## src/rtl/irq_cap_pkg.sv

```systemverilog
package irq_cap_pkg;

    // Per-line capture state
    typedef struct packed {
        logic prev;   // input level seen in the previous cycle
        logic req;    // pending request
    } line_state_t;

endpackage

```

## src/rtl/irq_trig_mode.sv

```systemverilog
module irq_trig_mode #(
    parameter int                   NUM_LINES     = 8,
    parameter logic [NUM_LINES-1:0] WRITABLE_MASK = '1
) (
    input  logic                 clk,
    input  logic                 rst_n,
    input  logic                 wr,
    input  logic [NUM_LINES-1:0] wdata,
    output logic [NUM_LINES-1:0] mode
);

    logic [NUM_LINES-1:0] mode_d, mode_q;

    always_comb begin
        mode_d = mode_q;
        if (wr) begin
            mode_d = wdata & WRITABLE_MASK;
        end
    end

    always_ff @(posedge clk or negedge rst_n) begin
        if (!rst_n) begin
            mode_q <= '0;
        end else begin
            mode_q <= mode_d;
        end
    end

    assign mode = mode_q;

endmodule

```

## src/rtl/irq_line_cap.sv

```systemverilog
module irq_line_cap
    import irq_cap_pkg::*;
(
    input  logic clk,
    input  logic rst_n,
    input  logic level_sense,
    input  logic line_in,
    input  logic clr,
    output logic req
);

    line_state_t st_d, st_q;
    logic        rise;

    always_comb begin
        rise    = line_in & ~st_q.prev;
        st_d    = st_q;
        st_d.prev = line_in;
        if (level_sense) begin
            st_d.req = line_in;
        end else begin
            // a fresh edge overrides a clear arriving in the same cycle
            st_d.req = rise | (st_q.req & ~clr);
        end
    end

    always_ff @(posedge clk or negedge rst_n) begin
        if (!rst_n) begin
            st_q <= '0;
        end else begin
            st_q <= st_d;
        end
    end

    assign req = st_q.req;

endmodule

```

## src/rtl/irq_req_capture.sv

```systemverilog
module irq_req_capture #(
    parameter int                   NUM_LINES     = 8,
    parameter logic [NUM_LINES-1:0] WRITABLE_MASK = '1
) (
    input  logic                 clk,
    input  logic                 rst_n,
    input  logic [NUM_LINES-1:0] irq_in,
    input  logic                 mode_wr,
    input  logic [NUM_LINES-1:0] mode_wdata,
    output logic [NUM_LINES-1:0] mode_rdata,
    input  logic [NUM_LINES-1:0] ack_clr,
    output logic [NUM_LINES-1:0] req_out
);

    logic [NUM_LINES-1:0] mode_cur;

    irq_trig_mode #(
        .NUM_LINES    (NUM_LINES),
        .WRITABLE_MASK(WRITABLE_MASK)
    ) u_mode (
        .clk  (clk),
        .rst_n(rst_n),
        .wr   (mode_wr),
        .wdata(mode_wdata),
        .mode (mode_cur)
    );

    for (genvar i = 0; i < NUM_LINES; i++) begin : g_line
        irq_line_cap u_cap (
            .clk        (clk),
            .rst_n      (rst_n),
            .level_sense(mode_cur[i]),
            .line_in    (irq_in[i]),
            .clr        (ack_clr[i]),
            .req        (req_out[i])
        );
    end

    assign mode_rdata = mode_cur;

endmodule

```

## config.mk

```make
export PLATFORM = sky130hd
export DESIGN_NAME = irq_req_capture
export DESIGN_NICKNAME = d
export VERILOG_FILES = /design/src/rtl/irq_cap_pkg.sv /design/src/rtl/irq_trig_mode.sv /design/src/rtl/irq_line_cap.sv /design/src/rtl/irq_req_capture.sv
export SDC_FILE = /design/constraint.sdc
export NUM_CORES = 1
export LEC_CHECK = 0
export ABC_CLOCK_PERIOD_IN_PS = 900
export BUFFER_PORTS_ARGS = -buffer_cell sky130_fd_sc_hd__buf_2
export CORE_AREA = 10 10 58 60
export DETAILED_ROUTE_END_ITERATION = 10
export DIE_AREA = 0 0 68 70
export GPL_ROUTABILITY_DRIVEN = 1
export PLACE_DENSITY = 0.77
export SETUP_SLACK_MARGIN = 0.4
export SYNTH_ARGS = -nofsm -noshare
export SYNTH_HDL_FRONTEND = slang
export SYNTH_SLANG_ARGS = --single-unit
```

## constraint.sdc

```tcl
create_clock -name clk -period 0.9 [get_ports clk]
set_input_delay 0.045 -clock clk [delete_from_list [all_inputs] [get_ports clk]]
set_output_delay 0.045 -clock clk [all_outputs]
set_load 0.005 [all_outputs]
```

# Word level (Yosys, flattened, before mapping)
# Index checks and enable logic that the tools add are counted.
dict set report op_classes {
  n_mul 0
  div 0
  n_bitwise 40
  order_cmp 0
  shift 0
  add_sub_neg 0
  n_eq_ne 0
  mux 8
  n_reduce_logical 0
}
# cell n
set op_table {}
lappend op_table {{$and 1x1->1} 16}
lappend op_table {{$not 1->1} 16}
lappend op_table {{$mux 1} 8}
lappend op_table {{$or 1x1->1} 8}
dict set report totals {
  romBits 0
  memories 0
  ram_bits 0
  inputBits 27
  ff_bits 24
  latch_bits 0
}

# Logic depth before layout (Yosys ltp)
dict set report logic_depth {
  word_depth 4
  ltp_mapped 2
}

# Modules after synthesis
# Synthesis repeated with hierarchy kept, for this count alone.
dict set report hier_totals {
  cells_unflattened 57
  area_unflattened_um2 962.2
}
# mod n_inst cells_per_inst area_per_inst_um2
set by_module_without_submodules {}
lappend by_module_without_submodules {irq_line_cap 8 5 78.8}
lappend by_module_without_submodules {irq_trig_mode 1 17 331.6}

# Least setup slack after synthesis
# No wires, ideal clock.
dict set report synth_timing {
  path_type {reg2reg}
  start {register u_mode.mode_q[3], in the netlist u_mode.mode[3]}
  end {register g_line[3].u_cap.st_q, in the netlist g_line[3].u_cap.req}
  path_slack_ns 0.108
  period_less_slack_ns 0.792
  path_buffers 0
  path_stages_with_launch 3
  t_arrival_ns 0.671
  path_cell_list {dfrtp_1 nand2b_1 a22o_1}
}
# element line
set synth_lines {}
lappend synth_lines {{start: declaration} irq_trig_mode.sv:12} ;# logic [NUM_LINES-1:0] mode_d, mode_q;
lappend synth_lines {{start signal: assignment} irq_trig_mode.sv:25} ;# mode_q <= mode_d;
lappend synth_lines {{end signal: assignment} irq_line_cap.sv:31} ;# st_q <= st_d;
lappend synth_lines {{end: declaration} irq_line_cap.sv:12} ;# line_state_t st_d, st_q;

# Worst setup path in the final report
dict set report layout_timing {
  start {register u_mode.mode_q[0], in the netlist u_mode.mode[0]}
  end {output port mode_rdata[0]}
}
# element line
set layout_lines {}
lappend layout_lines {{end: declaration} irq_req_capture.sv:10} ;# output logic [NUM_LINES-1:0] mode_rdata,
# No word-level cell between the ends.

==> results.md <==
| Group | Item | This run |
| --- | --- | --- |
| floorplanning | Horizontal die dimension | 68 um |
| power | Portion of total power attributed to the clock network | 24.8% |
| final layout | Nets@finish | 146 |
| run status | Status | complete, but fails checks |
| setup path | Ordered list of cells on the worst path | buf_2 |
| logic synthesis | Post-Syn Area per Cell | 13.83 sq um |
| place | HPWL after DPL | 1.572 mm |
| setup path | CP max stage delay | 0.43 ns |
| global routing | Number of global-route vias before repair | 789 |
| logic synthesis | Number of synthesized flops with an enable pin | 0 |
| routing | Antenna Nets Post-Route | 0 |
| cts | Worst-Skew Late Latency | 0.30 ns |
| power | Power density normalized to cell area | 1623 nW/um^2 |
| final layout | Area growth from synthesis to layout | 34.70% |
| setup path | Crit Path Category | reg2out |
| power | Share of total power consumed by net switching | 22.80% |
| final layout | Core occupancy in the finished layout | 58.07% |
| global routing | Initial antenna violation count | 0 |
| routing | DRC violation count after routing | 0 |
| floorplanning | Area of the core | 2342 sq um |
| logic synthesis | Main area contributors after synthesis | dfrtp_1, buf_4, mux2_4 |
| setup path | WP data arrival | 0.88 ns |
| final layout | Inserted Diodes | 0 |
| cts | Maximum level of the CTS H-tree | 1 |
| global routing | Met3 layer usage reported by global route | 4.785% |
| place | Placed cell areas | 1126 sq um |
| timing | Clk_skew | 0.005557 ns |
| setup path | Combined buffer and inverter count along the critical path | 1 |
| logic synthesis | Top-area cell type share of the netlist area | 59.48% |
| setup path | Worst setup SP type | register |
| routing | Sum of routed wire length over all layers | 2.107 mm |
| timing | Worst relative slew slack | 64.18% |
| power | Combinational cell fraction of total power | 19.5% |
| logic synthesis | Total standard cell area after synthesis | 1010 sq um |
| timing | Slew @ Worst Pin | 0.5373 ns |
| cts | Cts bufs inserted | 3 |
| routing | Detailed Routing Iterations Pass 1 | 2 |
| logic synthesis | FFs w/ async S/R, synth | 100.0% |
| floorplanning | Row count | 18 |
| routing | First DRT Iteration DRCs | 27 |
| floorplanning | Count of boundary I/O pins | 43 |
| logic synthesis | Count leader, synth | dfrtp_1 |
| power | Worst ir drop on vdd | 1.123 mV |
| timing | Final Critical Period | 0.9210 ns |
| cts | CTS tree | built |
| global routing | Total overflow reported by the global router | 0 |
| global routing | First-pass GRT wire length | 3.277 mm |
| floorplanning | Total Die Area | 4760 sq um |
| power | Sequential share of power | 55.8% |
| cts | Root buffer cell | clkbuf_4 |
| logic synthesis | Warnings, synthesis | 0 |
| routing | Detailed-route via count | 673 |
| place | Number of I/O port buffers | 42 |
| setup path | Endpoint required time on the critical path | 0.85 ns |
| floorplanning | Die outline height | 70 um |
| floorplanning | Initial cell density of the core | 43.11% |
| logic synthesis | Share of the yosys chip area belonging to registers | 59.48% |
| timing | Setup repair after global routing missed its margin | true |
| run | Number of max-cap violations | 0 |
| final layout | Final cell count without fillers | 148 |
| place | DP Worst Slack | 0.04657 ns |
| power | Static leakage | 0.7254 nW |
| timing | Final Hold Viols | 32 |
| final layout | Non-Filler Cell Area, Final | 1360 sq um |
| power | Design internal power | 1.704 mW |
| logic synthesis | Biggest area consumer among synthesized cells | dfrtp_1 |
| routing | Routed wire length per instance | 14.24 um |
| run status | Failing checks | hold timing, setup timing |
| power | Net switching component of the power | 0.5031 mW |
| global routing | Gr busiest metal | met2 |
| global routing | GR Layer Usage met1 | 8.790% |
| cts | Clk pin slew, worst setup/hold paths | 0.13 ns |
| logic synthesis | Post-synthesis cell count | 73 |
| logic synthesis | Synth top cells by count | dfrtp_1, buf_4, mux2_4, nand2b_1 |
| global routing | Total global routing track utilization | 8.590% |
| worst hold path | Hold crit path type | in2async |
| place | Placed Cells | 128 |
| timing | Post-route worst setup slack | -0.02095 ns |
| timing | Final setup viols | 9 |
| timing | Max frequency | 1086 MHz |
| setup path | Cell with the biggest individual delay on the critical path | dfrtp_1 |
| final layout | Fraction of final layout cells with drive strength greater than 1 | 58.47% |
| setup path | Maximum fanout encountered on the critical timing path | 4 |
| place | Global placement routability congestion | 0.6069 |
| logic synthesis | Total of flip-flops plus latches after synthesis | 24 |
| timing | Worst hold slack across all endpoints | -0.2997 ns |
| cts | Clock tree buffer depth | 2 |
| setup path | Setup crit end kind | output port |
| timing | Tcrit/Tclk final | 102.3% |
| logic synthesis | Most common flop cell mapped by yosys | dfrtp_1 |
| routing | Via-to-Cell Ratio | 4.547 |
| cts | Clk sink count | 24 |
| logic synthesis | Synthesized net count | 100 |
| global routing | Global-route track usage on met2 | 14.60% |
| global routing | Largest net degree at the start of global routing | 25 |
| setup path | Cell type group with the largest total delay on the critical path | flip-flops |
| timing | Pins Over Slew Limit | 0 |
| logic synthesis | Unique cell type count in the Yosys netlist | 9 |
==> power by group through the flow <==
stage,combinational [mW],sequential (mW),clock [mW]
floorplan,0.282,1.24,0
global placement,0.310,1.24,0
detailed placement,0.320,1.25,0
CTS,0.388,1.23,0.571
global route,0.474,1.25,0.611
finish,0.430,1.23,0.546
==> through the flow <==
stage / setup TNS, ns / total power [mW]
after detailed placement: 0 / 1.568
final: -0.08864 / 2.207
after global placement: 0 / 1.551
after floorplan: 0 / 1.526
after global routing: -0.7540 / 2.332
after CTS: -0.2128 / 2.191
==> placed cells by master, fill, tap and decap left out <==
cell type and instances:
buf_4 6, nor3b_2 1, buf_6 2, nand2b_4 6, nand2b_1 2, dfrtp_1 24
clkbuf_8 1, buf_2 42, dlygate4sd3_1 8, nor3b_1 2, a22o_1 5, a21o_1 3
mux2_4 8, nor2_1 5, clkbuf_4 3
==> final cells by class <==
cell class / count / area [sq um]
Clock buffer: 4 / 36.28
Fill cell: 217 / 982.2
Multi-Input combinational cell: 32 / 327.8
Sequential cell: 24 / 600.6
Tap cell: 30 / 37.54
Timing Repair Buffer: 58 / 357.8
==> cells by family after synthesis <==
family	Yosys count	synth area share (%)
DFF	24	59.48
buffers and inverters	17	13.01
and+or+nand+nor	16	9.046
AOI/OAI and AO/OA	8	6.567
muxes	8	11.90
==> state kept, by name, indices dropped and copies added (netlist names) <==
name / flops
g_line.u_cap.req: 8
g_line.u_cap.st_q: 8
u_mode.mode: 8
==> metal layers <==
layer	up-vias	share of wire, %
met2	26	52
met5	-	0
met1	328	39
li1	319	-
met4	0	0
met3	0	9.5
==> what timing repair did <==
action	CTS	global route
setup buffers	4	4
endpoints found under the hold margin	48	45
gates cloned	0	0
resized for setup	6	3
hold buffers	4	6
pin swaps	0	0
endpoints found under the setup margin	32	34
==> final timing paths <==
check	start	to	slack, ns	cells past startpoint
setup reg to reg	u_mode.mode[5]$_DFFE_PN0P_	u_mode.mode[5]$_DFFE_PN0P_	-0.01	2
setup / recovery	u_mode.mode[0]$_DFFE_PN0P_	mode_rdata[0]	-0.02	1
max in group asynchronous	rst_n	u_mode.mode[3]$_DFFE_PN0P_	0.84	1
hold reg to reg	g_line[5].u_cap.req$_DFF_PN0_	g_line[5].u_cap.req$_DFF_PN0_	0.53	1
min in group clk	mode_wdata[5]	u_mode.mode[5]$_DFFE_PN0P_	-0.04	2
hold / removal	rst_n	g_line[6].u_cap.req$_DFF_PN0_	-0.30	1
No activity file was read; power rests on OpenSTA's default activity.
